File: src/rtl/serial_adder_pkg.sv
package serial_adder_pkg;
  typedef struct packed {
    logic load;     // parallel load of operands, carry clear
    logic shift;    // one add step
    logic accMode;  // latched result routing
  } serStrobe_t;
endpackage

File: src/rtl/serial_adder_fa.sv
module serial_adder_fa (
  input  logic aBit,
  input  logic bBit,
  input  logic cIn,
  output logic sBit,
  output logic cOut
);
  logic halfSum;
  always_comb begin
    halfSum = aBit ^ bBit;
    sBit    = cIn ^ halfSum;
    cOut    = (aBit & bBit) | (cIn & halfSum);
  end
endmodule

File: src/rtl/serial_adder_ctrl.sv
module serial_adder_ctrl
  import serial_adder_pkg::*;
#(
  parameter int WIDTH = 8
) (
  input  logic       clk,
  input  logic       rst,
  input  logic       start,
  input  logic       accMode,
  output serStrobe_t strobe,
  output logic       busy,
  output logic       done
);
  localparam int CNT_W = $clog2(WIDTH) + 1;
  localparam logic [CNT_W-1:0] LAST = CNT_W'(WIDTH - 1);

  logic [CNT_W-1:0] stepCnt;
  logic             modeQ;
  logic             loadGo;

  assign loadGo = start & ~busy;

  always_comb begin
    strobe.load    = loadGo;
    strobe.shift   = busy;
    strobe.accMode = modeQ;
  end

  always_ff @(posedge clk) begin
    if (rst) begin
      busy    <= 1'b0;
      done    <= 1'b0;
      stepCnt <= '0;
      modeQ   <= 1'b0;
    end else begin
      done <= 1'b0;
      if (loadGo) begin
        busy    <= 1'b1;
        stepCnt <= '0;
        modeQ   <= accMode;
      end else if (busy) begin
        stepCnt <= stepCnt + 1'b1;
        if (stepCnt == LAST) begin
          busy <= 1'b0;
          done <= 1'b1;
        end
      end
    end
  end

  // completion pulse is a single cycle and never overlaps busy
  assert_done_single_R3: assert property (@(posedge clk) disable iff (rst)
    done |=> !done);
  assert_done_idle_R3: assert property (@(posedge clk) disable iff (rst)
    done |-> !busy);
  // done only after the final counted step
  assert_done_after_last_R3: assert property (@(posedge clk) disable iff (rst)
    !done ##1 done |-> $past(stepCnt) == LAST);
  assert_cnt_range_R3: assert property (@(posedge clk) disable iff (rst)
    busy |-> stepCnt <= LAST);
endmodule

File: src/rtl/serial_adder_datapath.sv
module serial_adder_datapath
  import serial_adder_pkg::*;
#(
  parameter int WIDTH = 8
) (
  input  logic             clk,
  input  logic             rst,
  input  serStrobe_t       strobe,
  input  logic [WIDTH-1:0] opA,
  input  logic [WIDTH-1:0] opB,
  output logic [WIDTH-1:0] sum,
  output logic             overflow
);
  logic [WIDTH-1:0] regA, regB, resQ;
  logic             carryQ;
  logic             sumBit, carryNext;

  serial_adder_fa u_fa (
    .aBit (regA[0]),
    .bBit (regB[0]),
    .cIn  (carryQ),
    .sBit (sumBit),
    .cOut (carryNext)
  );

  always_ff @(posedge clk) begin
    if (rst) begin
      carryQ <= 1'b0;
    end else if (strobe.load) begin
      carryQ <= 1'b0;
    end else if (strobe.shift) begin
      carryQ <= carryNext;
    end
  end

  always_ff @(posedge clk) begin
    if (strobe.load) begin
      regA <= opA;
      regB <= opB;
    end else if (strobe.shift) begin
      regA <= {(strobe.accMode ? sumBit : 1'b0), regA[WIDTH-1:1]};
      regB <= {1'b0, regB[WIDTH-1:1]};
      if (!strobe.accMode) begin
        resQ <= {sumBit, resQ[WIDTH-1:1]};
      end
    end
  end

  assign sum      = strobe.accMode ? regA : resQ;
  assign overflow = carryQ;

  // carry is clear after a load
  assert_carry_clear_R1: assert property (@(posedge clk) disable iff (rst)
    strobe.load |=> !carryQ);
  // the result MSB takes the freshly computed sum bit
  assert_result_msb_R2: assert property (@(posedge clk) disable iff (rst)
    (strobe.shift && !strobe.load && !strobe.accMode) |=> resQ[WIDTH-1] == $past(sumBit));
  // state holds while idle
  assert_idle_hold_R9: assert property (@(posedge clk) disable iff (rst)
    (!strobe.load && !strobe.shift) |=> ($stable(carryQ) && $stable(regA)));
endmodule

File: src/rtl/serial_adder.sv
module serial_adder
  import serial_adder_pkg::*;
#(
  parameter int WIDTH = 8
) (
  input  logic             clk,
  input  logic             rst,
  input  logic             start,
  input  logic             accMode,
  input  logic [WIDTH-1:0] opA,
  input  logic [WIDTH-1:0] opB,
  output logic [WIDTH-1:0] sum,
  output logic             overflow,
  output logic             done,
  output logic             busy
);
  serStrobe_t strobe;

  serial_adder_ctrl #(.WIDTH(WIDTH)) u_ctrl (
    .clk     (clk),
    .rst     (rst),
    .start   (start),
    .accMode (accMode),
    .strobe  (strobe),
    .busy    (busy),
    .done    (done)
  );

  serial_adder_datapath #(.WIDTH(WIDTH)) u_dp (
    .clk      (clk),
    .rst      (rst),
    .strobe   (strobe),
    .opA      (opA),
    .opB      (opB),
    .sum      (sum),
    .overflow (overflow)
  );
endmodule

File: config.mk
export PLATFORM = sky130hd
export DESIGN_NAME = serial_adder
export DESIGN_NICKNAME = d
export VERILOG_FILES = /design/src/rtl/serial_adder_pkg.sv /design/src/rtl/serial_adder_fa.sv /design/src/rtl/serial_adder_ctrl.sv /design/src/rtl/serial_adder_datapath.sv /design/src/rtl/serial_adder.sv
export SDC_FILE = /design/constraint.sdc
export NUM_CORES = 1
export LEC_CHECK = 0
export BUFFER_PORTS_ARGS = -buffer_cell sky130_fd_sc_hd__buf_2
export CAP_MARGIN = 20
export CORE_MARGIN = 2
export CORE_UTILIZATION = 30
export CTS_CLUSTER_DIAMETER = 150
export DETAILED_ROUTE_END_ITERATION = 8
export PLACE_DENSITY = 0.52
export SLEW_MARGIN = 15
export SYNTH_ARGS = -nofsm -noshare
export SYNTH_HDL_FRONTEND = slang
export SYNTH_SLANG_ARGS = --single-unit
File: constraint.sdc
create_clock -name clk -period 1.5 [get_ports clk]
set_input_delay 0.375 -clock clk [delete_from_list [all_inputs] [get_ports clk]]
set_output_delay 0.375 -clock clk [all_outputs]
set_load 0.05 [all_outputs]
After elaboration in Yosys (flattened, before gate mapping)
Cells that the tools add are included.

Add/sub/neg operators: 1. $mul: 0. Divide/modulo/power cells: 0. $lt $le $gt $ge: 0. Equality and inequality tests: 1. Shifts and indexed selects: 0. Multiplexer cells: 10. Bitwise logic cells: 9. Reduce and logical (&&, ||, !) cells: 4.

Operators with widths (number): two-way mux 8 bit (5); two-way mux 1 bit (5); adder 4 x 1 -> 4 bit, second input constant (1); equality test 4 x 3 -> 1 bit, second input constant (1); bitwise AND 1 bit (3); NOT 1 bit (3); AND reduction 3 bit (1); OR reduction 3 bit (1); nonzero test 2 bit (1); OR reduction 2 bit (1); XOR 1 bit (2); OR 1 bit (1).

Register bits after elaboration: 32. Bits in latches: 0. Bits in writable memories: 0. Bits in read-only memories: 0. Input bits: 20. Output and inout bits: 11. Logic and storage cells: 33. Memories kept: 0.

Longest topological paths before layout
Gate-level depths: netlist of run 1.

Word-level depth: 5. Mapped depth: 5. Mapped depth without buffers: 4.

By module
A second synthesis of run 1 with hierarchy kept.

Cell total of the unflattened synthesis: 93. Area total of the unflattened synthesis: 1473.9 µm².

By module, submodules not included: serial_adder_datapath (times used 1, cells an instance 58, area an instance 1122.3 µm², sequential area each 740.7 µm²); serial_adder_ctrl (times used 1, cells an instance 34, area an instance 331.6 µm², sequential area each 140.1 µm²); serial_adder_fa (times used 1, cells an instance 1, area an instance 20.0 µm², sequential area each 0.0 µm²).

Worst setup path after synthesis of run 1
No wires, ideal clock.

Path type: register -> register. From: register u_ctrl.busy. To: register u_dp.resQ[0] (enable). Setup time: 373 ps. Arrival: 1415 ps. Required time: 1127 ps. Path slack: -289 ps. Cell stages (with the launch flop): 3. Buffers on the path: 1. Period minus slack after synthesis: 1789 ps. Path through: dfxtp_1 -> buf_2 -> nor2b_1.

Longest elaborated chain between the ends: 4.

Ends and longest elaborated chain: start, declared (RTL line serial_adder_ctrl.sv:11) `output logic busy,`; start signal, assigned (RTL line serial_adder_ctrl.sv:31) `busy <= 1'b0;`; start signal, assigned (RTL line serial_adder_ctrl.sv:38) `busy <= 1'b1;`; start signal, assigned (RTL line serial_adder_ctrl.sv:44) `busy <= 1'b0;`; NOT 1 bit (no source line); bitwise AND 1 bit (RTL line serial_adder_ctrl.sv:21) `assign loadGo = start & ~busy;`; NOT 1 bit (no source line); AND reduction 3 bit (no source line) (*); end signal, assigned (RTL line serial_adder_datapath.sv:44) `resQ <= {sumBit, resQ[WIDTH-1:1]};`; end, declared (RTL line serial_adder_datapath.sv:14) `logic [WIDTH-1:0] regA, regB, resQ;`.

Mark *: on every way between the ends. The rest lies on a longest branch, timed or not. A chain may end at the register's enable or synchronous reset.

Worst setup path in the final report of run 1
From: register u_ctrl.modeQ. To: output sum[2].

Longest elaborated chain between the ends: 1.

Ends and longest elaborated chain: start, declared (RTL line serial_adder_ctrl.sv:18) `logic modeQ;`; start signal, assigned (RTL line serial_adder_ctrl.sv:40) `modeQ <= accMode;`; two-way mux 8 bit (RTL line serial_adder_datapath.sv:49) `assign sum = strobe.accMode ? regA : resQ;`; end, declared (RTL line serial_adder.sv:12) `output logic [WIDTH-1:0] sum,`.

No other way between the ends.

==> impl_metrics.csv, run 1 <==
group,metric,value,unit
outcome,status,"complete, but fails checks",
outcome,violations,"setup timing",
sta,worst_pin_slew,389.2,ps
drt,routed_wl,2614,um
synthesis,synth.distinct_cells,24,
global_route,grt_pass1_vias,887,
synthesis,async_flop_share,0,
floorplan,die_h,72.38,um
worst_setup_path,crit_arrival,1230,ps
worst_setup_path,reg2reg_to,"u_dp.resQ[6]",
synthesis,synth_compound_area_frac,0.01427,
placement,post_dp_cell_area,0.001629,sq mm
floorplan,fp-row-count,24,
final_layout,final_core_util,0.4286,
floorplan,initial_core_util,0.3177,
clock_tree,clk_latency,280,ps
synthesis,yosysWarningCount,0,
sta,rsz0062_at_grt,"yes",
worst_setup_path,slowest_delay,360,ps
pwr,peakVddDrop,0.0003634,V
final_layout,num-fill-cells,407,
worst_setup_path,crit_path_cell_trace,"buf_6 > mux2_4 > buf_8",
synthesis,syn_avg_cell_area,15.76,sq um
worst_hold_path,hold_class,"in2reg",
drt,avgRoutedWirePerCell,14.21,um
worst_setup_path,worst_setup_path_start_kind,"register",
worst_setup_path,worst-path-buf-inv,2,
sta,period_needed,1606,ps
synthesis,synth_area_leaders,"edfxtp_1, mux2_2, dfxtp_1",
sta,slew_headroom,0.7394,
synthesis,ys_seq_area_frac,0.6280,
pwr,total_leakage_power,0.7820,nW
clock_tree,tritoncts,"built",
synthesis,yosys.area_share.simple,0.07850,
global_route,grt-ovfl-total,0,
worst_setup_path,r2r_start,"u_ctrl.modeQ",
floorplan,io_pins,31,
clock_tree,cts_sinks,32,
final_layout,antenna_cells,0,
sta,finClkSkew,7.480,ps
worst_setup_path,reg2regPathDepth,4,
floorplan,core,0.004414,sq mm
drt,via_count,832,
clock_tree,path_clk_slew,60,ps
synthesis,synth_nets,111,
placement,portBuffers,30,
clock_tree,cts_max_level,2,
placement,dp.final_hpwl,1813,um
drt,drt_iter0_markers,46,
worst_hold_path,hold-path-endpoint,"u_ctrl.modeQ",
synthesis,synth-seq-cells,32,
global_route,grt_pass1_wl,4112,um
floorplan,die_area,0.005238,sq mm
synthesis,synth_flop_cell,"edfxtp_1",
worst_setup_path,rrSetupSlack,80,ps
flow_run,cap_violations,0,
worst_setup_path,crit_required,1120,ps
worst_setup_path,crit_type,"reg2out",
final_layout,multiInputGateArea,499.2,sq um
synthesis,synth_area,0.001403,sq mm
clock_tree,cts_buffers,5,
worst_hold_path,holdPathStages,3,
final_layout,layout.cells.non_filler,184,
synthesis,netlist.area_leader.share,0.5138,
placement,dp_cells,172,
final_layout,finish.net_count,153,
global_route,grt_max_degree,17,
worst_setup_path,crit_family,"flip-flops",
sta,period_share,1.071,
synthesis,synth_top_family_by_area,"multiplexers",
final_layout,finalInstanceArea,0.001892,sq mm
drt,drc,0,
synthesis,synth_fa_ha_area_frac,0.02319,
sta,setup_slack,-105.8,ps
floorplan,die_w,72.38,um
clock_tree,cts_buffer_depth,2,
global_route,antenna_found_initial,0,
synthesis,synth_xor_area_frac,0.01249,
drt,vias_per_cell,4.522,
synthesis,synth_edf_count,24,
synthesis,synth_cells,89,
placement,place_congestion,0.7465,
sta,timing.hold.ws,348.3,ps
worst_hold_path,worstHoldStart,"accMode",
global_route,grt_usage,0.1080,
clock_tree,clk_root_buffer_cell,"clkbuf_8",
sta,max_freq,0.6227,GHz
worst_setup_path,slowest_stage,"dfxtp_4",
sta,hold_violations,0,
sta,slew_violations,0,
drt,dr.pass1.iters,4,
drt,ant_nets,0,
final_layout,seqCellArea,887.1,sq um
synthesis,synth.largest_area_cell,"edfxtp_1",
synthesis,synthMuxAreaShare,0.2043,
worst_setup_path,crit_path_max_fanout,4,
clock_tree,hold_buffers,0,
sta,setup_violations,8,
worst_setup_path,critPathCaptureType,"primary output",
final_layout,areaGrowthSynthToFinish,34.88,%
pwr,power_density,1217,mW/mm^2
final_layout,drive_gt1_frac,0.5682,
==> per-stage QoR <==
stage	setup TNS (ps)	total power, mW	setup WS, ps
floorplan	0	1.348	89.47
global placement	-1.628	1.435	-1.628
detailed placement	-36.75	1.442	-16.67
CTS	-759.6	2.335	-106.4
global route	-922.4	2.388	-134.8
finish	-727.2	2.303	-105.8
==> cells in the final DEF (no fill, tap or decap), drive strengths merged, types with 2 or more instances in the layout <==
cell type | synthesis | final
edfxtp | 24 | 24
a21oi | 3 | 3
clkbuf | 0 | 6
nor2 | 7 | 7
mux2 | 22 | 22
xor2 | 2 | 2
nand2 | 2 | 2
nor3b | 4 | 4
dfxtp | 8 | 8
mux2i | 2 | 2
buf | 5 | 40
nor2b | 2 | 2
==> worst max-delay path by stage <==
stage | from | to | slack [ps] | depth (start not counted)
2_1_floorplan | u_ctrl.busy | u_dp.resQ[0] | 90 | 2
3_3_place_gp | u_ctrl.modeQ | sum[7] | -2 | 2
3_5_place_dp | u_ctrl.modeQ | sum[7] | -20 | 2
4_1_cts | u_ctrl.modeQ | sum[2] | -110 | 3
5_1_grt | u_ctrl.modeQ | sum[2] | -130 | 3
6_report | u_ctrl.modeQ | sum[2] | -110 | 3
==> Yosys cell counts (2+ instances only) <==
cell and instances:
buf_6 2, mux2i_1 2, nor2_1 7, a21oi_1 3, dfxtp_1 8, mux2_4 5
edfxtp_1 24, nor3b_1 4, xor2_1 2, mux2_2 17, nand2_1 2
==> final cells by class <==
type,count,area share
multi-input combinational,51,0.2639
clock buffer,6,0.03836
timing repair buffer,40,0.1739
sequential,32,0.4689
clock inverter,2,0.01852
inverter,1,0.001984
tap,52,0.03439
==> cell families (layout without fill, tap and decap cells) <==
group | count (synthesis) | after routing
adder cells (fa/ha/maj) | 2 | 2
multiplexers | 24 | 24
AND/OR/NAND/NOR | 19 | 19
buffers and inverters | 6 | 49
XOR/XNOR | 2 | 2
flip-flops | 32 | 32
AO/OA/AOI/OAI | 4 | 4
==> registers in the layout (all words and copies together) (netlist names) <==
signal,flops
u_dp.regA,8
u_dp.regB,8
u_dp.resQ,8
u_ctrl.stepCnt,4
u_ctrl.busy,1
u_ctrl.done,1
u_ctrl.modeQ,1
u_dp.overflow,1
==> layer usage <==
metal | vias to the layer above | GRT usage | part of all wire
met1 | 396 | 0.1254 | 0.44
met3 | 5 | 0.02500 | 0.054
li1 | 407 | - | -
met5 | - | 0 | 0
met2 | 24 | 0.1764 | 0.48
met4 | 0 | 0.07407 | 0.021
==> where the power goes <==
part	switching, mW	total [mW]	internal (mW)
clock network	0.308	0.801	0.492
logic	0.200	0.411	0.211
registers	0.0397	1.09	1.05
total	0.549	2.30	1.75
==> worst register-to-register path, delay by kind of cell, from the launching register on <==
kind,cells,cell delay [ps]
buffers and inverters,3,380
DFF,1,360
and+or+nand+nor,1,330
==> repair_timing <==
action / CTS / global route
endpoints found under the setup margin: 8 / 8
pin swaps: 0 / 0
setup buffers: 4 / 0
hold endpoints to repair: 0 / 0
gates resized for setup: 39 / 0
No activity file was read; power rests on OpenSTA's default activity.
==> run 2: changes to the inputs <==
--- a/config.mk
+++ b/config.mk
@@ -11,6 +11,7 @@
 export CORE_UTILIZATION = 30
 export CTS_CLUSTER_DIAMETER = 150
 export DETAILED_ROUTE_END_ITERATION = 8
+export MAX_ROUTING_LAYER = met4
 export PLACE_DENSITY = 0.52
 export SLEW_MARGIN = 15
 export SYNTH_ARGS = -nofsm -noshare
==> run 2 against run 1 <==
Compared with the run above:
- the flow still finishes with violations (setup timing)
- wire length grew 0.57%
- global-route usage up 0.35 points
- core utilization unchanged
- clock skew increased by 0.76 ps
- sequential power hardly changed
- fmax hardly changed
- worst setup slack is essentially flat
- cell count is the same
- design area unchanged
- largest cell class unchanged
==> impl_metrics.csv, run 2 (synthesis results as in run 1) <==
group,metric,value,unit
clock_tree,cts_sinks,32,
worst_setup_path,crit_path_cell_trace,"buf_6 > mux2_4 > buf_8",
sta,finClkSkew,8.245,ps
final_layout,antenna_cells,0,
global_route,grt-ovfl-total,0,
global_route,grt_pass1_wl,4119,um
sta,setup_slack,-105.8,ps
floorplan,initial_core_util,0.3177,
global_route,grt_pass1_vias,885,
floorplan,die_w,72.38,um
floorplan,die_area,0.005238,sq mm
outcome,violations,"setup timing",
worst_setup_path,reg2regPathDepth,4,
floorplan,io_pins,31,
sta,worst_pin_slew,389.2,ps
final_layout,layout.cells.non_filler,184,
clock_tree,cts_buffer_depth,2,
final_layout,areaGrowthSynthToFinish,34.88,%
drt,routed_wl,2629,um
clock_tree,path_clk_slew,60,ps
worst_setup_path,crit_family,"flip-flops",
worst_setup_path,slowest_stage,"dfxtp_4",
drt,drc,0,
global_route,antenna_found_initial,0,
placement,post_dp_cell_area,0.001629,sq mm
final_layout,finish.net_count,153,
worst_setup_path,crit_path_max_fanout,4,
worst_setup_path,crit_type,"reg2out",
sta,slew_violations,0,
drt,drt_iter0_markers,44,
worst_hold_path,hold_class,"in2reg",
final_layout,most-common-layout-cells,"edfxtp_1, buf_2, mux2_4",
pwr,power_density,1218,mW/mm^2
placement,dp_cells,172,
drt,dr.pass1.iters,4,
sta,period_needed,1606,ps
placement,portBuffers,30,
clock_tree,clk_latency,280,ps
placement,place_congestion,0.7560,
drt,ant_nets,0,
placement,dp.final_hpwl,1813,um
sta,max_freq,0.6227,GHz
clock_tree,cts_buffers,5,
sta,setup_violations,8,
worst_setup_path,slowest_delay,360,ps
worst_setup_path,worst-path-buf-inv,2,
floorplan,fp-row-count,24,
sta,slew_headroom,0.7394,
pwr,peakVddDrop,0.0003657,V
pwr,total_leakage_power,0.7820,nW
flow_run,cap_violations,0,
drt,via_count,833,
worst_hold_path,holdPathStages,3,
worst_setup_path,cp.depth,3,
worst_setup_path,critPathCaptureType,"primary output",
sta,rsz0062_at_grt,"yes",
final_layout,drive_gt1_frac,0.5682,
clock_tree,cts_max_level,2,
clock_tree,hold_buffers,0,
clock_tree,clk_root_buffer_cell,"clkbuf_8",
worst_setup_path,crit_required,1120,ps
outcome,status,"complete, but fails checks",
clock_tree,tritoncts,"built",
sta,period_share,1.071,
global_route,grt_max_degree,17,
floorplan,core,0.004414,sq mm
drt,avgRoutedWirePerCell,14.29,um
final_layout,finalInstanceArea,0.001892,sq mm
final_layout,final_common_cell,"edfxtp_1",
worst_setup_path,crit_arrival,1230,ps
global_route,grt_usage,0.1115,
worst_setup_path,worst_setup_path_start_kind,"register",
drt,vias_per_cell,4.527,
floorplan,die_h,72.38,um
sta,hold_violations,0,
final_layout,reg.largest.list,"u_dp.regA x8, u_dp.regB x8, u_dp.resQ x8",
run 2: layer usage:
layer  share of wire  vias to the layer above  wire length, um  global-route usage
met5               0                        -                0                   -
li1                -                      406                -                   -
met2            0.48                       24             1261              0.1774
met4           0.021                        0               56             0.07407
met1            0.44                      398             1169              0.1254
met3           0.054                        5              141             0.02500
run 2: final cells by class:
type	instances	area (sq um)
Timing Repair Buffer	40	329.1
Clock buffer	6	72.57
Fill cell	407	2522
Multi-Input combinational cell	51	499.2
Inverter	1	3.754
Tap cell	52	65.06
Sequential cell	32	887.1
Clock inverter	2	35.03
run 2: worst min-delay path, stage by stage:
cell,delay (ps)
buf_2,80
mux2i_1,60
nor2_1,90
run 2: final timing paths:
check / from / to / slack [ps]
worst max-delay path: u_ctrl.modeQ / sum[2] / -110
worst min-delay path: accMode / u_ctrl.modeQ / 350
worst max register to register: u_ctrl.modeQ / u_dp.resQ[6] / 80
worst min register to register: u_dp.resQ[7] / u_dp.resQ[6] / 460
run 2: per-stage QoR:
| step | total power [mW] | hold WS (ps) | worst slack, ps | utilization | setup TNS, ps |
|---|---|---|---|---|---|
| 5_1_grt | 2.390 | 357.8 | -134.8 | 0.4286 | -922.3 |
| 3_5_place_dp | 1.442 | 439.5 | -16.67 | 0.3690 | -36.75 |
| 2_1_floorplan | 1.348 | 422.2 | 89.47 | - | 0 |
| 6_report | 2.305 | 348.3 | -105.8 | 0.4286 | -727.4 |
| 3_3_place_gp | 1.435 | 444.8 | -1.628 | 0.3690 | -1.628 |
| 4_1_cts | 2.335 | 352.4 | -106.4 | 0.4286 | -759.6 |
run 2: timing repair:
item	in CTS	in global routing
endpoints found under the hold margin	0	0
setup endpoints to repair	8	8
gates resized for setup	39	0
buffers inserted	4	0
pin swaps	0	0
run 2: report_power, final:
part	switching, mW	total [mW]	internal (mW)
registers	0.0396	1.09	1.05
logic	0.201	0.411	0.211
clock network	0.310	0.802	0.492
==> run 3: changes to the inputs <==
--- a/config.mk
+++ b/config.mk
@@ -5,6 +5,7 @@
 export SDC_FILE = /design/constraint.sdc
 export NUM_CORES = 1
 export LEC_CHECK = 0
+export ABC_AREA = 1
 export BUFFER_PORTS_ARGS = -buffer_cell sky130_fd_sc_hd__buf_2
 export CAP_MARGIN = 20
 export CORE_MARGIN = 2
==> run 3 against run 2 <==
Compared with the run above:
- the flow still finishes with violations (setup timing)
- sequential share of layout area grew 1.5 points
- global-route usage up 1.2 points
- largest power group unchanged
- hold slack worse by 63 ps
- core utilization shrank 3.3 points
- die area up 1.3%
==> impl_metrics.csv, run 3 <==
group,metric,value,unit
outcome,status,"complete, but fails checks",
outcome,violations,"setup timing",
worst_setup_path,reg2regPathDepth,3,
clock_tree,clk_latency,280,ps
global_route,grt_pass1_vias,1013,
global_route,grt_usage,0.1238,
synthesis,synth.largest_area_cell,"edfxtp_1",
clock_tree,cts_max_level,2,
sta,max_freq,0.6220,GHz
synthesis,synthTopCellsByCount,"nand2_1, edfxtp_1, dfxtp_1, mux2_2, a21oi_1",
floorplan,io_pins,31,
sta,period_needed,1608,ps
worst_setup_path,critPathCaptureType,"primary output",
synthesis,synth_edf_count,24,
placement,place_congestion,0.7722,
global_route,grt.met3_usage,0.02901,
worst_setup_path,worst_setup_path_start_kind,"register",
worst_setup_path,startpoint,"u_ctrl.modeQ",
global_route,top_usage_layer,"met2",
clock_tree,clk_root_buffer_cell,"clkbuf_8",
pwr,power.total,2.100,mW
drt,routed_wl,2842,um
placement,preCtsSetupSlack,-19.74,ps
synthesis,netlist.area_leader.share,0.5070,
sta,slew_headroom,0.7256,
placement,portBuffers,30,
sta,period_share,1.072,
synthesis,synth_nets,147,
final_layout,num-fill-cells,459,
worst_setup_path,crit_path_cell_trace,"buf_12 > mux2_4 > buf_8",
global_route,grt_max_degree,20,
global_route,antenna_found_initial,0,
worst_setup_path,crit_arrival,1230,ps
drt,vias_per_cell,4.512,
global_route,grt-ovfl-total,0,
worst_setup_path,rrSetupSlack,190,ps
final_layout,reg.largest.list,"u_dp.regA x8, u_dp.regB x8, u_dp.resQ x8",
drt,dr.pass1.iters,4,
synthesis,async_flop_share,0,
worst_setup_path,crit_type,"reg2out",
sta,finClkSkew,7.372,ps
final_layout,most-common-layout-cells,"nand2_1, edfxtp_1, buf_2",
worst_hold_path,holdPathStages,2,
sta,rsz0062_at_grt,"yes",
synthesis,synth_flop_cell,"edfxtp_1",
floorplan,core,0.004629,sq mm
floorplan,die_h,72.83,um
synthesis,synth-seq-cells,32,
pwr,peakVddDrop,0.0003225,V
worst_setup_path,slowest_delay,360,ps
clock_tree,cts_sinks,32,
floorplan,die_w,72.83,um
synthesis,ys_seq_area_frac,0.6197,
worst_setup_path,slowest_stage,"dfxtp_4",
worst_setup_path,r2r_start,"u_dp.regA[0]",
drt,via_count,979,
worst_hold_path,hold_class,"in2reg",
sta,slew_violations,0,
floorplan,initial_core_util,0.3070,
sta,hold_violations,0,
sta,setup_slack,-107.7,ps
synthesis,syn_avg_cell_area,11.37,sq um
clock_tree,tritoncts,"built",
drt,avgRoutedWirePerCell,13.10,um
sta,timing.hold.ws,285.5,ps
pwr,power_density,1146,mW/mm^2
pwr,total_leakage_power,0.8089,nW
worst_hold_path,hold-path-endpoint,"u_ctrl.modeQ",
drt,drc,0,
global_route,grt_use_met2,0.2051,
sta,worst_pin_slew,411.6,ps
synthesis,yosysWarningCount,0,
flow_run,cap_violations,0,
synthesis,synth_area_leaders,"edfxtp_1, nand2_1, dfxtp_1",
worst_setup_path,crit_required,1120,ps
worst_hold_path,worstHoldStart,"rst",
clock_tree,cts_buffer_depth,2,
final_layout,finish.net_count,184,
global_route,grt_pass1_wl,4726,um
synthesis,synth.most_common_cell,"nand2_1",
final_layout,areaGrowthSynthToFinish,28.96,%
floorplan,die_area,0.005304,sq mm
floorplan,fp-row-count,25,
drt,drt_iter0_markers,76,
synthesis,synth_area,0.001421,sq mm
worst_setup_path,crit_path_max_fanout,5,
final_layout,antenna_cells,0,
final_layout,final_common_cell,"nand2_1",
final_layout,drive_gt1_frac,0.3681,
global_route,grt_util_met1,0.1425,
clock_tree,path_clk_slew,60,ps
clock_tree,cts_buffers,5,
synthesis,synth_cells,125,
synthesis,synth.distinct_cells,22,
worst_setup_path,reg2reg_to,"u_dp.regA[7]",
sta,setup_violations,8,
placement,dp.final_hpwl,1945,um
drt,ant_nets,0,
[run 3: changes by cell type after synthesis, sizes merged, moves of 3 or more]
cell	previous run	this run
nor2	7	4
nor3b	4	1
a21oi	3	6
inv	1	6
mux2	22	8
nand2	2	56
[run 3: cells by family (layout without fill, tap and decap cells)]
logic type / after synthesis / count (layout) / share of synthesized area
AO/OA/AOI/OAI: 7 / 7 / 0.02465
AND/OR/NAND/NOR: 66 / 66 / 0.2077
adder cells (fa/ha/maj): 2 / 2 / 0.02289
multiplexers: 8 / 8 / 0.06338
buffers and inverters: 10 / 48 / 0.06161
flip-flops: 32 / 32 / 0.6197
[run 3: how the worst max path moves through the flow]
| stage | depth (start not counted) | end | slack (ps) |
|---|---|---|---|
| 2_1_floorplan | 3 | u_dp.resQ[0] | 50 |
| 3_3_place_gp | 2 | sum[5] | -4 |
| 3_5_place_dp | 2 | sum[7] | -20 |
| 4_1_cts | 3 | sum[7] | -100 |
| 5_1_grt | 3 | sum[5] | -130 |
| 6_report | 3 | sum[5] | -110 |
[run 3: cell type report]
cell class	instances	area, sq um	area share
clock buffer	7	76.32	0.04164
timing repair buffer	34	276.5	0.1509
multi-input combinational	83	483.0	0.2635
clock inverter	1	5.005	0.002730
tap	54	67.56	0.03686
inverter	6	37.54	0.02048
sequential	32	887.1	0.4840
[run 3: critical path: cells and delay by family (launching register included)]
| family | cells | cell delay (ps) |
|---|---|---|
| buffers and inverters | 2 | 280 |
| DFF | 1 | 360 |
| muxes | 1 | 310 |
[run 3: where the power goes]
group,total [mW],switching (mW),internal (mW)
clock,0.622,0.297,0.325
sequential,1.10,0.0454,1.05
combinational,0.382,0.218,0.164
[run 3: timing repair]
action,in CTS,in global routing
buffers inserted,2,0
resized for setup,37,0
hold buffers,0,0
setup endpoints to repair,8,8
[run 3: stage by stage]
step	TNS, ps	std cells	util	cell area (sq um)
global route	-917.5	217	0.3959	1833
global placement	-18.29	207	0.3470	1607
floorplan	0	125	-	1424
detailed placement	-19.74	207	0.3470	1607
finish	-766.2	217	0.3959	1833
CTS	-755.6	217	0.3959	1833
[run 3: layer usage]
| metal | up-vias | share of wire |
|---|---|---|
| met1 | 462 | 0.42 |
| met4 | 0 | 0.021 |
| met5 | - | 0 |
| met3 | 5 | 0.036 |
| met2 | 25 | 0.52 |
| li1 | 487 | - |
